### src/rtl/uart_rx_pkg.sv
package uart_rx_pkg;
  localparam int CHAR_W = 9;

  // strobes from the control sequencer to the datapath
  typedef struct packed {
    logic sampleBit;  // shift current line sample into the vote window
    logic takeBit;    // third vote sample: commit a data bit
    logic frameDone;  // third vote sample of the stop bit
    logic wide;       // frame carries nine data bits
  } rxStrobes_t;
endpackage

### src/rtl/uart_rx_ctrl.sv
module uart_rx_ctrl
  import uart_rx_pkg::*;
#(
  parameter int OVERSAMPLE = 16
) (
  input  logic       clk,
  input  logic       rstN,
  input  logic       sampleTick,
  input  logic       rxSync,
  input  logic       nineBit,
  output rxStrobes_t strobes,
  output logic       rxIdle
);
  localparam int CW = $clog2(OVERSAMPLE);
  localparam logic [CW-1:0] MID_C  = CW'(OVERSAMPLE / 2 - 1);
  localparam logic [CW-1:0] LAST_C = CW'(OVERSAMPLE - 1);
  localparam logic [CW-1:0] V0_C   = CW'(OVERSAMPLE - 3);
  localparam logic [CW-1:0] V1_C   = CW'(OVERSAMPLE - 2);

  typedef enum logic [1:0] {S_IDLE, S_START, S_DATA, S_STOP} rxState_t;

  rxState_t      state;
  logic [CW-1:0] tickCnt;
  logic [3:0]    bitCnt;
  logic          wideQ;
  logic [3:0]    lastBit;
  logic [CW-1:0] tickNext;

  assign lastBit  = wideQ ? 4'd8 : 4'd7;
  assign tickNext = (tickCnt == LAST_C) ? '0 : tickCnt + 1'b1;

  always_ff @(posedge clk) begin
    if (!rstN) begin
      state   <= S_IDLE;
      tickCnt <= '0;
      bitCnt  <= '0;
      wideQ   <= 1'b0;
    end else if (sampleTick) begin
      unique case (state)
        S_IDLE: begin
          if (!rxSync) begin
            state   <= S_START;
            tickCnt <= '0;
          end
        end
        S_START: begin
          if (tickCnt == MID_C) begin
            tickCnt <= '0;
            if (!rxSync) begin
              state  <= S_DATA;
              bitCnt <= '0;
              wideQ  <= nineBit;
            end else begin
              state <= S_IDLE;
            end
          end else begin
            tickCnt <= tickNext;
          end
        end
        S_DATA: begin
          tickCnt <= tickNext;
          if (tickCnt == LAST_C) begin
            if (bitCnt == lastBit) state <= S_STOP;
            else bitCnt <= bitCnt + 1'b1;
          end
        end
        S_STOP: begin
          tickCnt <= tickNext;
          if (tickCnt == LAST_C) state <= S_IDLE;
        end
        default: state <= S_IDLE;
      endcase
    end
  end

  logic inBit;
  assign inBit = (state == S_DATA) || (state == S_STOP);

  always_comb begin
    strobes.sampleBit = sampleTick && inBit && ((tickCnt == V0_C) || (tickCnt == V1_C));
    strobes.takeBit   = sampleTick && (state == S_DATA) && (tickCnt == LAST_C);
    strobes.frameDone = sampleTick && (state == S_STOP) && (tickCnt == LAST_C);
    strobes.wide      = wideQ;
  end

  assign rxIdle = (state == S_IDLE);
endmodule

### src/rtl/uart_rx_fifo.sv
module uart_rx_fifo #(
  parameter int DEPTH = 4,
  parameter int WIDTH = 10
) (
  input  logic                         clk,
  input  logic                         rstN,
  input  logic                         push,
  input  logic [WIDTH-1:0]             din,
  input  logic                         pop,
  output logic [WIDTH-1:0]             dout,
  output logic [$clog2(DEPTH+1)-1:0]   count,
  output logic                         full,
  output logic                         empty
);
  localparam int AW   = (DEPTH > 1) ? $clog2(DEPTH) : 1;
  localparam int CNTW = $clog2(DEPTH + 1);
  localparam logic [AW-1:0]   PTR_LAST = AW'(DEPTH - 1);
  localparam logic [CNTW-1:0] CNT_FULL = CNTW'(DEPTH);

  logic [WIDTH-1:0] mem [DEPTH];
  logic [AW-1:0]    wrPtr, rdPtr;
  logic             doPush, doPop;

  assign full   = (count == CNT_FULL);
  assign empty  = (count == '0);
  assign doPush = push && !full;
  assign doPop  = pop && !empty;
  assign dout   = mem[rdPtr];

  always_ff @(posedge clk) begin
    if (doPush) mem[wrPtr] <= din;
  end

  always_ff @(posedge clk) begin
    if (!rstN) begin
      wrPtr <= '0;
      rdPtr <= '0;
      count <= '0;
    end else begin
      if (doPush) wrPtr <= (wrPtr == PTR_LAST) ? '0 : wrPtr + 1'b1;
      if (doPop)  rdPtr <= (rdPtr == PTR_LAST) ? '0 : rdPtr + 1'b1;
      unique case ({doPush, doPop})
        2'b10:   count <= count + 1'b1;
        2'b01:   count <= count - 1'b1;
        default: count <= count;
      endcase
    end
  end
endmodule

### src/rtl/uart_rx_dpath.sv
module uart_rx_dpath
  import uart_rx_pkg::*;
#(
  parameter int DEPTH = 4
) (
  input  logic              clk,
  input  logic              rstN,
  input  logic              rxIn,
  input  rxStrobes_t        strobes,
  input  logic              addrDetect,
  input  logic [1:0]        intMode,
  input  logic              rdEn,
  input  logic              clrOverrun,
  output logic              rxSync,
  output logic [CHAR_W-1:0] rdData,
  output logic              rdFrameErr,
  output logic              dataAvail,
  output logic              overrun,
  output logic              irqPulse
);
  localparam int CNTW = $clog2(DEPTH + 1);
  localparam logic [CNTW-1:0] CNT_TO_3Q  = CNTW'(DEPTH - 2);
  localparam logic [CNTW-1:0] CNT_TO_ALL = CNTW'(DEPTH - 1);

  // two-flop synchroniser, idle high
  logic [1:0] syncQ;
  always_ff @(posedge clk) begin
    if (!rstN) syncQ <= 2'b11;
    else       syncQ <= {syncQ[0], rxIn};
  end
  assign rxSync = syncQ[1];

  // three-sample majority vote
  logic [1:0] voteWin;
  logic       voted;
  always_ff @(posedge clk) begin
    if (!rstN)                  voteWin <= 2'b11;
    else if (strobes.sampleBit) voteWin <= {voteWin[0], rxSync};
  end
  assign voted = (voteWin[1] & voteWin[0]) | (voteWin[1] & rxSync) | (voteWin[0] & rxSync);

  // shift register, LSB arrives first
  logic [CHAR_W-1:0] shiftReg;
  logic [CHAR_W-1:0] frameChar;
  always_ff @(posedge clk) begin
    if (!rstN)                shiftReg <= '0;
    else if (strobes.takeBit) shiftReg <= {voted, shiftReg[CHAR_W-1:1]};
  end
  assign frameChar = strobes.wide ? shiftReg : {1'b0, shiftReg[CHAR_W-1:1]};

  // address filter and queue entry
  logic            accept, pushEn, ovrSet, fillHit;
  logic            qFull, qEmpty;
  logic [CNTW-1:0] qCount;
  logic [CHAR_W:0] qHead;

  assign accept = strobes.frameDone && !(strobes.wide && addrDetect && !frameChar[CHAR_W-1]);
  assign pushEn = accept && !qFull;
  assign ovrSet = accept && qFull;

  uart_rx_fifo #(.DEPTH(DEPTH), .WIDTH(CHAR_W + 1)) u_fifo (
    .clk   (clk),
    .rstN  (rstN),
    .push  (pushEn),
    .din   ({~voted, frameChar}),
    .pop   (rdEn),
    .dout  (qHead),
    .count (qCount),
    .full  (qFull),
    .empty (qEmpty)
  );

  assign rdData     = qHead[CHAR_W-1:0];
  assign rdFrameErr = qHead[CHAR_W];
  assign dataAvail  = !qEmpty;

  // fill-level selection, evaluated against the count before the store
  always_comb begin
    unique case (intMode)
      2'b10:   fillHit = (qCount == CNT_TO_3Q);
      2'b11:   fillHit = (qCount == CNT_TO_ALL);
      default: fillHit = 1'b1;
    endcase
  end

  always_ff @(posedge clk) begin
    if (!rstN) begin
      irqPulse <= 1'b0;
      overrun  <= 1'b0;
    end else begin
      irqPulse <= pushEn && fillHit;
      if (ovrSet)          overrun <= 1'b1;
      else if (clrOverrun) overrun <= 1'b0;
    end
  end
endmodule

### src/rtl/uart_rx_top.sv
module uart_rx_top
  import uart_rx_pkg::*;
#(
  parameter int OVERSAMPLE = 16,
  parameter int DEPTH      = 4
) (
  input  logic       clk,
  input  logic       rstN,
  input  logic       rxIn,
  input  logic       sampleTick,
  input  logic       nineBit,
  input  logic       addrDetect,
  input  logic [1:0] intMode,
  input  logic       rdEn,
  input  logic       clrOverrun,
  output logic [8:0] rdData,
  output logic       rdFrameErr,
  output logic       dataAvail,
  output logic       overrun,
  output logic       rxIdle,
  output logic       irqPulse
);
  rxStrobes_t strobes;
  logic       rxSync;

  uart_rx_ctrl #(.OVERSAMPLE(OVERSAMPLE)) u_ctrl (
    .clk        (clk),
    .rstN       (rstN),
    .sampleTick (sampleTick),
    .rxSync     (rxSync),
    .nineBit    (nineBit),
    .strobes    (strobes),
    .rxIdle     (rxIdle)
  );

  uart_rx_dpath #(.DEPTH(DEPTH)) u_dpath (
    .clk        (clk),
    .rstN       (rstN),
    .rxIn       (rxIn),
    .strobes    (strobes),
    .addrDetect (addrDetect),
    .intMode    (intMode),
    .rdEn       (rdEn),
    .clrOverrun (clrOverrun),
    .rxSync     (rxSync),
    .rdData     (rdData),
    .rdFrameErr (rdFrameErr),
    .dataAvail  (dataAvail),
    .overrun    (overrun),
    .irqPulse   (irqPulse)
  );
endmodule

### config.mk
export PLATFORM = sky130hd
export DESIGN_NAME = uart_rx_top
export DESIGN_NICKNAME = d
export VERILOG_FILES = /design/src/rtl/uart_rx_pkg.sv /design/src/rtl/uart_rx_ctrl.sv /design/src/rtl/uart_rx_fifo.sv /design/src/rtl/uart_rx_dpath.sv /design/src/rtl/uart_rx_top.sv
export SDC_FILE = /design/constraint.sdc
export NUM_CORES = 1
export LEC_CHECK = 0
export BUFFER_PORTS_ARGS = -buffer_cell sky130_fd_sc_hd__buf_2
export CORE_MARGIN = 2
export CORE_UTILIZATION = 64
export DETAILED_ROUTE_END_ITERATION = 7
export HOLD_SLACK_MARGIN = 0.12
export PLACE_DENSITY_LB_ADDON = 0.15
export SYNTH_ARGS = -nofsm -noshare
export SYNTH_HDL_FRONTEND = slang
export SYNTH_SLANG_ARGS = --single-unit
### constraint.sdc
create_clock -name clk -period 6.5 [get_ports clk]
set_input_delay 1.3 -clock clk [delete_from_list [all_inputs] [get_ports clk]]
set_output_delay 1.3 -clock clk [all_outputs]
set_load 0.005 [all_outputs]
After elaboration in Yosys (flattened, before gate mapping)

Memories as Yosys holds them, arrays and structs flattened. A register that Yosys moved wholly into a read port is not among the register bits.
Cells that the tools add are included.

Reductions and logical operators: 30
Equality and inequality tests: 24
Add/sub/neg operators: 6
Bitwise gates (word level): 7
Mux-type cells: 27

Operators by type and width:

| kind                | count |
|---|---|
| $mux 4              | 7 |
| $mux 2              | 10 |
| $eq 2x2->1 const B  | 7 |
| $logic_and 1x1->1   | 14 |
| $eq 4x4->1 const B  | 3 |
| $pmux 4 s3          | 1 |
| $reduce_and 6->1    | 2 |
| $mux 9              | 1 |
| $add 4x1->4 const B | 2 |
| $ne 2x1->1 const B  | 4 |
| $pmux 2 s4          | 1 |
| $pmux 4 s2          | 1 |
| $eq 3x2->1 const B  | 2 |
| $ne 2x2->1 const B  | 3 |
| $pmux 3 s2          | 1 |
| $reduce_bool 2->1   | 3 |
| $add 2x1->2 const B | 2 |
| $eq 2x1->1 const B  | 2 |
| $eq 4x3->1 const B  | 1 |
| $eq 4x4->1          | 1 |
| $logic_not 1->1     | 4 |
| $mux 1              | 4 |
| $reduce_and 4->1    | 1 |
| $add 3x1->3 const B | 1 |
| other kinds (11)    | 16 |

Output and inout port bits: 14
Memories kept: 1
Register bits after elaboration: 33
Memory bits (writable): 40

Memories:

| memory             | depth | bits a word | read ports | clocked after memory_dff | write ports | RTL line           | text |
|---|---|---|---|---|---|---|---|
| u_dpath.u_fifo.mem | 4     | 10          | 1          | 1                        | 1           | uart_rx_fifo.sv:20 | `logic [WIDTH-1:0] mem [DEPTH];` |

Longest topological paths before layout

Gate-level depths: netlist of the first run.

Word-level depth: 9
Gate-level depth with buffers: 11
Gate-level depth less buffers: 10

Modules after synthesis

Synthesis of the first run repeated with hierarchy kept, for this count alone.

Cell total of the unflattened synthesis: 271
Area total of the unflattened synthesis: 3399.5 sq um

By module, submodules not included:

| module        | area an instance (sq um) | sequential area each (sq um) | instances | cells an instance |
|---|---|---|---|---|
| uart_rx_fifo  | 1933.1                   | 1381.3                       | 1         | 108 |
| uart_rx_ctrl  | 780.7                    | 220.2                        | 1         | 99 |
| uart_rx_dpath | 685.7                    | 300.3                        | 1         | 64 |

Worst setup path before layout of the first run

No wires, ideal clock.

Path kind: input-to-reg
Start point: input sampleTick
End point: register u_dpath.u_fifo.count[2]
Setup slack: 3.369 ns
Arrival: 3.061 ns
Stages: 10
Required time: 6.429 ns
Cells stage by stage: and4_2 clkbuf_1 o2111a_1 inv_1 ha_1 inv_1 fa_1 xor2_1 or3_1 a21oi_1

Word-level cells in the longest chain between the ends: 7
Elaborated cells between the ends (all ways): 9

RTL lines:

| what                                            | RTL line            | text |
|---|---|---|
| start, declared                                 | uart_rx_top.sv:10   | `input logic sampleTick,` |
| $logic_and 1x1->1 (*) (2 in a row)              | uart_rx_ctrl.sv:82  | `strobes.frameDone = sampleTick && (state == S_STOP) && (tickCnt == LAST_C);` |
| $logic_and 1x1->1 (*)                           | uart_rx_dpath.sv:57 | `assign accept = strobes.frameDone && !(strobes.wide && addrDetect && !frameChar[CHAR_W-1]);` |
| $logic_and 1x1->1 (*)                           | uart_rx_dpath.sv:58 | `assign pushEn = accept && !qFull;` |
| $logic_and 1x1->1 (*)                           | uart_rx_fifo.sv:26  | `assign doPush = push && !full;` |
| $eq 2x1->1 or $eq 2x2->1 (tied branches)        | uart_rx_fifo.sv:42  | `unique case ({doPush, doPop})` |
| $pmux 3 s2 or $reduce_bool 2->1 (tied branches) | n/a                 |  |
| end signal, assigned                            | uart_rx_fifo.sv:43  | `2'b10: count <= count + 1'b1;` |
| end signal, assigned                            | uart_rx_fifo.sv:44  | `2'b01: count <= count - 1'b1;` |
| end signal, assigned                            | uart_rx_fifo.sv:45  | `default: count <= count;` |
| end, declared                                   | uart_rx_fifo.sv:11  | `output logic [$clog2(DEPTH+1)-1:0] count,` |

Mark *: on every way between the ends. The rest lies on a longest branch, timed or not.
A chain may end at the register's enable or synchronous reset.

==> results of run 1 <==
[flip-flops by register name (all words and copies together) (netlist names), named ones only]
signal	count
u_dpath.irqPulse	1
u_dpath.shiftReg	9
u_dpath.overrun	1
u_dpath.u_fifo.wrPtr	2
u_dpath.voteWin	2
u_dpath.u_fifo.rdPtr	2
u_dpath.syncQ	2
u_dpath.u_fifo.count	3
u_ctrl.tickCnt	4
u_ctrl.bitCnt	4
u_dpath.u_fifo.mem	40
u_ctrl.wideQ	1
u_ctrl.state	1
[power by group through the flow]
stage	logic (uW)	clock network, uW	registers, uW
finish	20.1	340	495
global route	22.4	364	495
global placement	19.6	0	506
floorplan	13.2	0	506
CTS	19.9	346	495
detailed placement	19.9	0	506
[routing by layer]
layer	global-route usage	part of all wire	up-vias
met1	0.2704	0.44	1043
met3	0.05581	0.046	8
li1	-	-	1064
met4	0.06964	0.012	0
met2	0.3661	0.50	49
met5	0	0	-
[cells by family after synthesis]
| logic type | count (synthesis) | synth area share |
|---|---|---|
| simple gates | 80 | 0.1199 |
| flops | 75 | 0.5523 |
| xor+xnor | 3 | 0.007632 |
| mux | 32 | 0.1323 |
| compound gates | 42 | 0.09993 |
| buf+inv | 28 | 0.03125 |
| fa+ha+maj | 15 | 0.05669 |
[cells in the mapped netlist, types with 2 or more instances]
master | number | area, um2
a2111oi_4 | 2 | 55.05
a211o_1 | 2 | 17.52
a21o_1 | 3 | 22.52
a21oi_1 | 10 | 50.05
and2_1 | 6 | 37.54
and3_1 | 2 | 12.51
buf_2 | 2 | 10.01
clkbuf_1 | 6 | 22.52
dfxtp_1 | 35 | 700.7
edfxtp_1 | 40 | 1201
ha_1 | 14 | 175.2
inv_1 | 17 | 63.81
inv_2 | 2 | 7.510
mux2_2 | 8 | 90.09
mux2i_1 | 14 | 140.1
mux4_2 | 10 | 225.2
nand2_1 | 18 | 67.56
nand2b_1 | 2 | 12.51
nand3_1 | 5 | 25.02
nand4_1 | 3 | 18.77
nor2_1 | 24 | 90.09
nor3_1 | 5 | 25.02
o211ai_1 | 3 | 22.52
o21ai_0 | 5 | 25.02
o21ai_1 | 2 | 10.01
or3_1 | 3 | 18.77
or4_1 | 2 | 15.01
xor2_1 | 3 | 26.28
[critical path: stages (launching register included)]
cell and delay [ns]:
dfxtp_1 0.74, mux4_2 0.59, buf_2 0.14
[layout by cell type (no fill, tap or decap), drive strengths merged, types with 4 or more instances in the layout]
cell,synthesis,layout
a2111oi,4,4
a21oi,10,10
and2,6,6
buf,3,23
clkbuf,6,12
dfxtp,35,35
edfxtp,40,40
ha,14,14
inv,19,19
mux2,8,8
mux2i,14,14
mux4,10,10
nand2,19,19
nand3,5,5
nor2,24,24
nor3,5,5
o21ai,7,7
[final cells by class]
cell class	instances	area share
Clock buffer	12	0.03558
Inverter	19	0.01878
Sequential cell	75	0.5008
Multi-Input combinational cell	172	0.3776
Clock inverter	4	0.01384
Tap cell	70	0.02306
Timing Repair Buffer	23	0.03031
[stage by stage]
| step | setup slack [ns] | instance area (um2) | utilization | power [uW] | hold slack, ns |
|---|---|---|---|---|---|
| floorplan | 3.369 | 3443 | - | 518.9 | 0.3863 |
| global placement | 3.222 | 3610 | 0.7023 | 525.5 | 0.3878 |
| detailed placement | 3.137 | 3610 | 0.7023 | 525.9 | 0.3921 |
| CTS | 3.350 | 3797 | 0.7388 | 861.0 | 0.4094 |
| global route | 3.267 | 3797 | 0.7388 | 881.8 | 0.4287 |
| finish | 3.388 | 3797 | 0.7388 | 854.9 | 0.4075 |
[how the worst max path moves through the flow]
stage,from,endpoint,slack (ns),cells past startpoint
detailed placement,sampleTick,u_dpath.u_fifo.count[2]$_SDFFE_PN0P_,3.14,10
finish,flop,rdData[6],3.39,2
CTS,flop,rdData[6],3.35,2
global route,flop,rdData[8],3.27,2
global placement,sampleTick,u_dpath.u_fifo.count[2]$_SDFFE_PN0P_,3.22,10
floorplan,sampleTick,u_dpath.u_fifo.count[2]$_SDFFE_PN0P_,3.37,10
==> flow_summary.ini, run 1 <==
[status]
status = finished, final reports clean

[clock_network]
cts_tree = yes
cts_htree_levels = 3
ctsRootBufferMaster = clkbuf_8
cts_buffers = 9
clkTransAtPathRegs_ns = 0.07
cts_resized = 0
ctsHoldBuffers = 0
clock_sinks = 75
post_cts_buffers = 0
clk_latency_ns = 0.34
cts_buffer_depth = 2

[place]
port_buffers = 23
dp_cells = 359
dpl.hpwl_um = 4122
gp_congestion = 0.8381

[timing]
fmax_mhz = 321.3
slew_headroom = 0.5614
worst_pin_slew_ns = 0.6570
finalMaxSlewViolations = 0
rsz0062_at_grt = no
fin_worst_skew_ns = 0.004495
tns_ns = 0
min_period_ns = 3.112
hold_violations = 0
setup_viol = 0
period_share = 0.4788

[critical_path]
r2r_cells = 9
reg2reg_setup_slack_ns = 3.86
end_kind = output pin
r2r-end = u_dpath.u_fifo.count[2]$_SDFFE_PN0P_
worst_r2r_startpoint = u_ctrl.wideQ$_SDFFE_PN0P_
critPathArrivalTime_ns = 1.81
worstSetupPathType = reg -> out
cp_max_fo = 10
start_kind = flop
cp.required_ns = 5.20

[global_routing]
grt_usage = 0.2153
first_global_vias = 2074
grt_max_degree = 26
overflow = 0
grt_first_pass_wirelength_um = 9818
antenna_found_initial = 0

[synth]
syn_area_um2 = 3443
async_flop_share = 0
ys_types = 55
syn_inst = 275
syn-num-nets = 300
avgSynthCellArea_um2 = 12.52
ys_seq_elements = 75
ys_warn_count = 0
ys.flop_type = edfxtp_1
synth_edf_count = 40
ys_seq_area_frac = 0.5523

[cells_and_area]
drive_above_1_share = 0.2197
multi_input_area_um2 = 1434
antenna_cells = 0
fin_nets = 325
regArea_um2 = 1902
final_cells = 375
areaGrowthSynthToFinish_pct = 10.28
nFillCells = 372

[power]
p_int_uw = 679.5
p_leak_uw = 0.001456
seqPwrFrac = 0.579
vdd_drop_max_mv = 0.1161
p_sw_uw = 175.4
pwr-share-comb = 0.024
power_density_nw_per_um2 = 225.1
clock_power_share = 0.397
p_sw_frac = 0.2052

[hold_path]
holdCritPathClass = reg -> reg
min_path_cells = 1
min_to = u_dpath.syncQ[1]$_SDFF_PN1_
min_from = u_dpath.syncQ[0]$_SDFF_PN1_

[routing]
wire_per_inst_um = 15.71
drt_wl_total_um = 5890
vias = 2164
ant_nets = 0
vias_per_cell = 5.771
drt_iter0_markers = 165
drt_first_pass_iters = 4
route.detailed.drc = 0

[die]
die_area_um2 = 5983
initial_core_util = 0.6699
die_w_um = 77.35
coreArea_um2 = 5140
rows = 26
die_h_um = 77.35
io_pins = 24

[flow_run]
cap_violations = 0
Note: power is estimated with default switching activity, not from simulation.
==> run 2: changes to the inputs <==
Settings changed: ABC_AREA from default to 1, CORE_UTILIZATION 64 to 59.
Clock period 6.5 ns to 3.2 ns, I/O delays scaled along.
==> flow_summary.ini, run 2 <==
[cells_and_area]
antenna_cells = 0
fin_nets = 412
top_regs = u_dpath.u_fifo.mem: 40 flops, u_dpath.shiftReg: 9 flops
final_cell_area_um2 = 3771
layout_common_cells = 48 x nor2_1, 43 x inv_1, 43 x nand2_1, 41 x o21ai_0, 40 x edfxtp_1
layout_commonest_cell = nor2_1
areaGrowthSynthToFinish_pct = 10.89
regMostFlops = u_dpath.u_fifo.mem
drive_above_1_share = 0.1454
largest_reg_flops = 40

[routing]
route.detailed.drc = 0
vias_per_cell = 5.470
ant_nets = 0
drt_wl_total_um = 6565
vias = 2538
wire_per_inst_um = 14.15
drt_first_pass_iters = 4
drt_iter0_markers = 194

[power]
power_density_nw_per_um2 = 470.9
p_leak_uw = 0.001492
vdd_drop_max_mv = 0.2795

[clock_network]
cts_resized = 0
clk_latency_ns = 0.34
clock_sinks = 75
clkTransAtPathRegs_ns = 0.08
cts_htree_levels = 3
post_cts_buffers = 0
cts_tree = yes
cts_buffer_depth = 2
cts_buffers = 9
ctsHoldBuffers = 0
ctsRootBufferMaster = clkbuf_8

[die]
die_h_um = 79.92
die_area_um2 = 6387
coreArea_um2 = 5540
io_pins = 24
initial_core_util = 0.6138
rows = 27
die_w_um = 79.92

[synth]
synth_edf_count = 40
synth.most_common_cell = nor2_1
ys_warn_count = 0
netlist.area_leader.share = 0.3532
ys_seq_area_frac = 0.5592
yosys-top-cells-area = edfxtp_1 35%, dfxtp_1 21%, o21ai_0 6.0%
async_flop_share = 0
synth_area_leader_cell = edfxtp_1
ys_types = 33
syn-num-nets = 386
ys_seq_elements = 75
avgSynthCellArea_um2 = 9.420
ys.flop_type = edfxtp_1
syn_inst = 361
synth_commonest_cells = 48 x nor2_1, 43 x inv_1, 43 x nand2_1
syn_area_um2 = 3401

[status]
status = finished, final reports clean

[global_routing]
grt_usage = 0.2277
antenna_found_initial = 0
overflow = 0
grt_max_degree = 23
first_global_vias = 2466
grt_first_pass_wirelength_um = 10980

[critical_path]
worstSetupPathType = reg -> out
cp_max_fo = 21
slowest_delay_ns = 0.43
slowest_stage = inv_1
critPathArrivalTime_ns = 1.75
end_kind = output pin
cp.required_ns = 2.56
path_buf_inv = 3
start_kind = flop
critPathTopFamily = buffers and inverters
crit_chain = buf_4 -> inv_1 -> o21ai_0 -> o22ai_1 -> buf_2

[timing]
setup_viol = 0
slew_headroom = 0.4315
period_share = 0.7454
hold_violations = 0
holdWs_ns = 0.4203
worst_pin_slew_ns = 0.8496
tns_ns = 0
fin_worst_skew_ns = 0.007064
rsz0062_at_grt = no
finalMaxSlewViolations = 0
min_period_ns = 2.385
fmax_mhz = 419.2

[place]
gp_congestion = 0.8945
port_buffers = 23
dpl.hpwl_um = 4683
place_area_um2 = 3572

[flow_run]
cap_violations = 0

[hold_path]
holdCritPathClass = reg -> reg
==> run 2: worst paths after layout <==
check / to / from / cells after the start / slack [ns]
hold reg to reg: u_dpath.syncQ[1]$_SDFF_PN1_ / u_dpath.syncQ[0]$_SDFF_PN1_ / 1 / 0.42
setup / recovery: rdData[6] / flop / 5 / 0.81
setup reg to reg: u_dpath.u_fifo.mem[2][1]$_DFFE_PP_ / u_ctrl.tickCnt[0]$_SDFFE_PN0P_ / 5 / 0.95
hold / removal: u_dpath.syncQ[1]$_SDFF_PN1_ / u_dpath.syncQ[0]$_SDFF_PN1_ / 1 / 0.42
==> run 2: kinds of logic (layout without fill, tap and decap cells) <==
logic type	count (synthesis)	in the layout	synth area share
AND/OR/NAND/NOR	127	127	0.1725
AO/OA/AOI/OAI	88	88	0.1431
flip-flops	75	75	0.5592
buffers and inverters	55	86	0.06512
adder cells (fa/ha/maj)	15	15	0.05740
XOR/XNOR	1	1	0.002576
==> run 2: final cells by class <==
type / instances / area, um2
flip-flops and latches: 75 / 1902
fillers: 451 / 1769
multi-input cells: 231 / 1277
inverters: 44 / 165.2
repair buffers: 26 / 137.6
clock buffers: 9 / 123.9
well taps: 72 / 90.09
clock inverters: 7 / 75.07
==> run 2: power breakdown <==
part           switching [uW]  internal [uW]  leakage, uW
clock                     357            365     0.000104
combinational            31.1           16.0     0.000725
sequential               2.84           1000     0.000663
total                     390           1390      0.00149
==> run 2: per-stage QoR <==
stage	total power, uW	utilization	std cells	setup slack (ns)
detailed placement	1076	0.6448	448	0.8082
global route	1835	0.6807	464	0.7002
global placement	1075	0.6448	448	0.9015
floorplan	1061	-	361	1.172
finish	1776	0.6807	464	0.8147
CTS	1787	0.6807	464	0.8355
==> run 2: metal layers <==
metal / global-route usage / routed length (um)
met1: 0.2874 / 2930
met2: 0.3667 / 3190
met3: 0.04864 / 290
met4: 0.1203 / 154
met5: 0 / 0
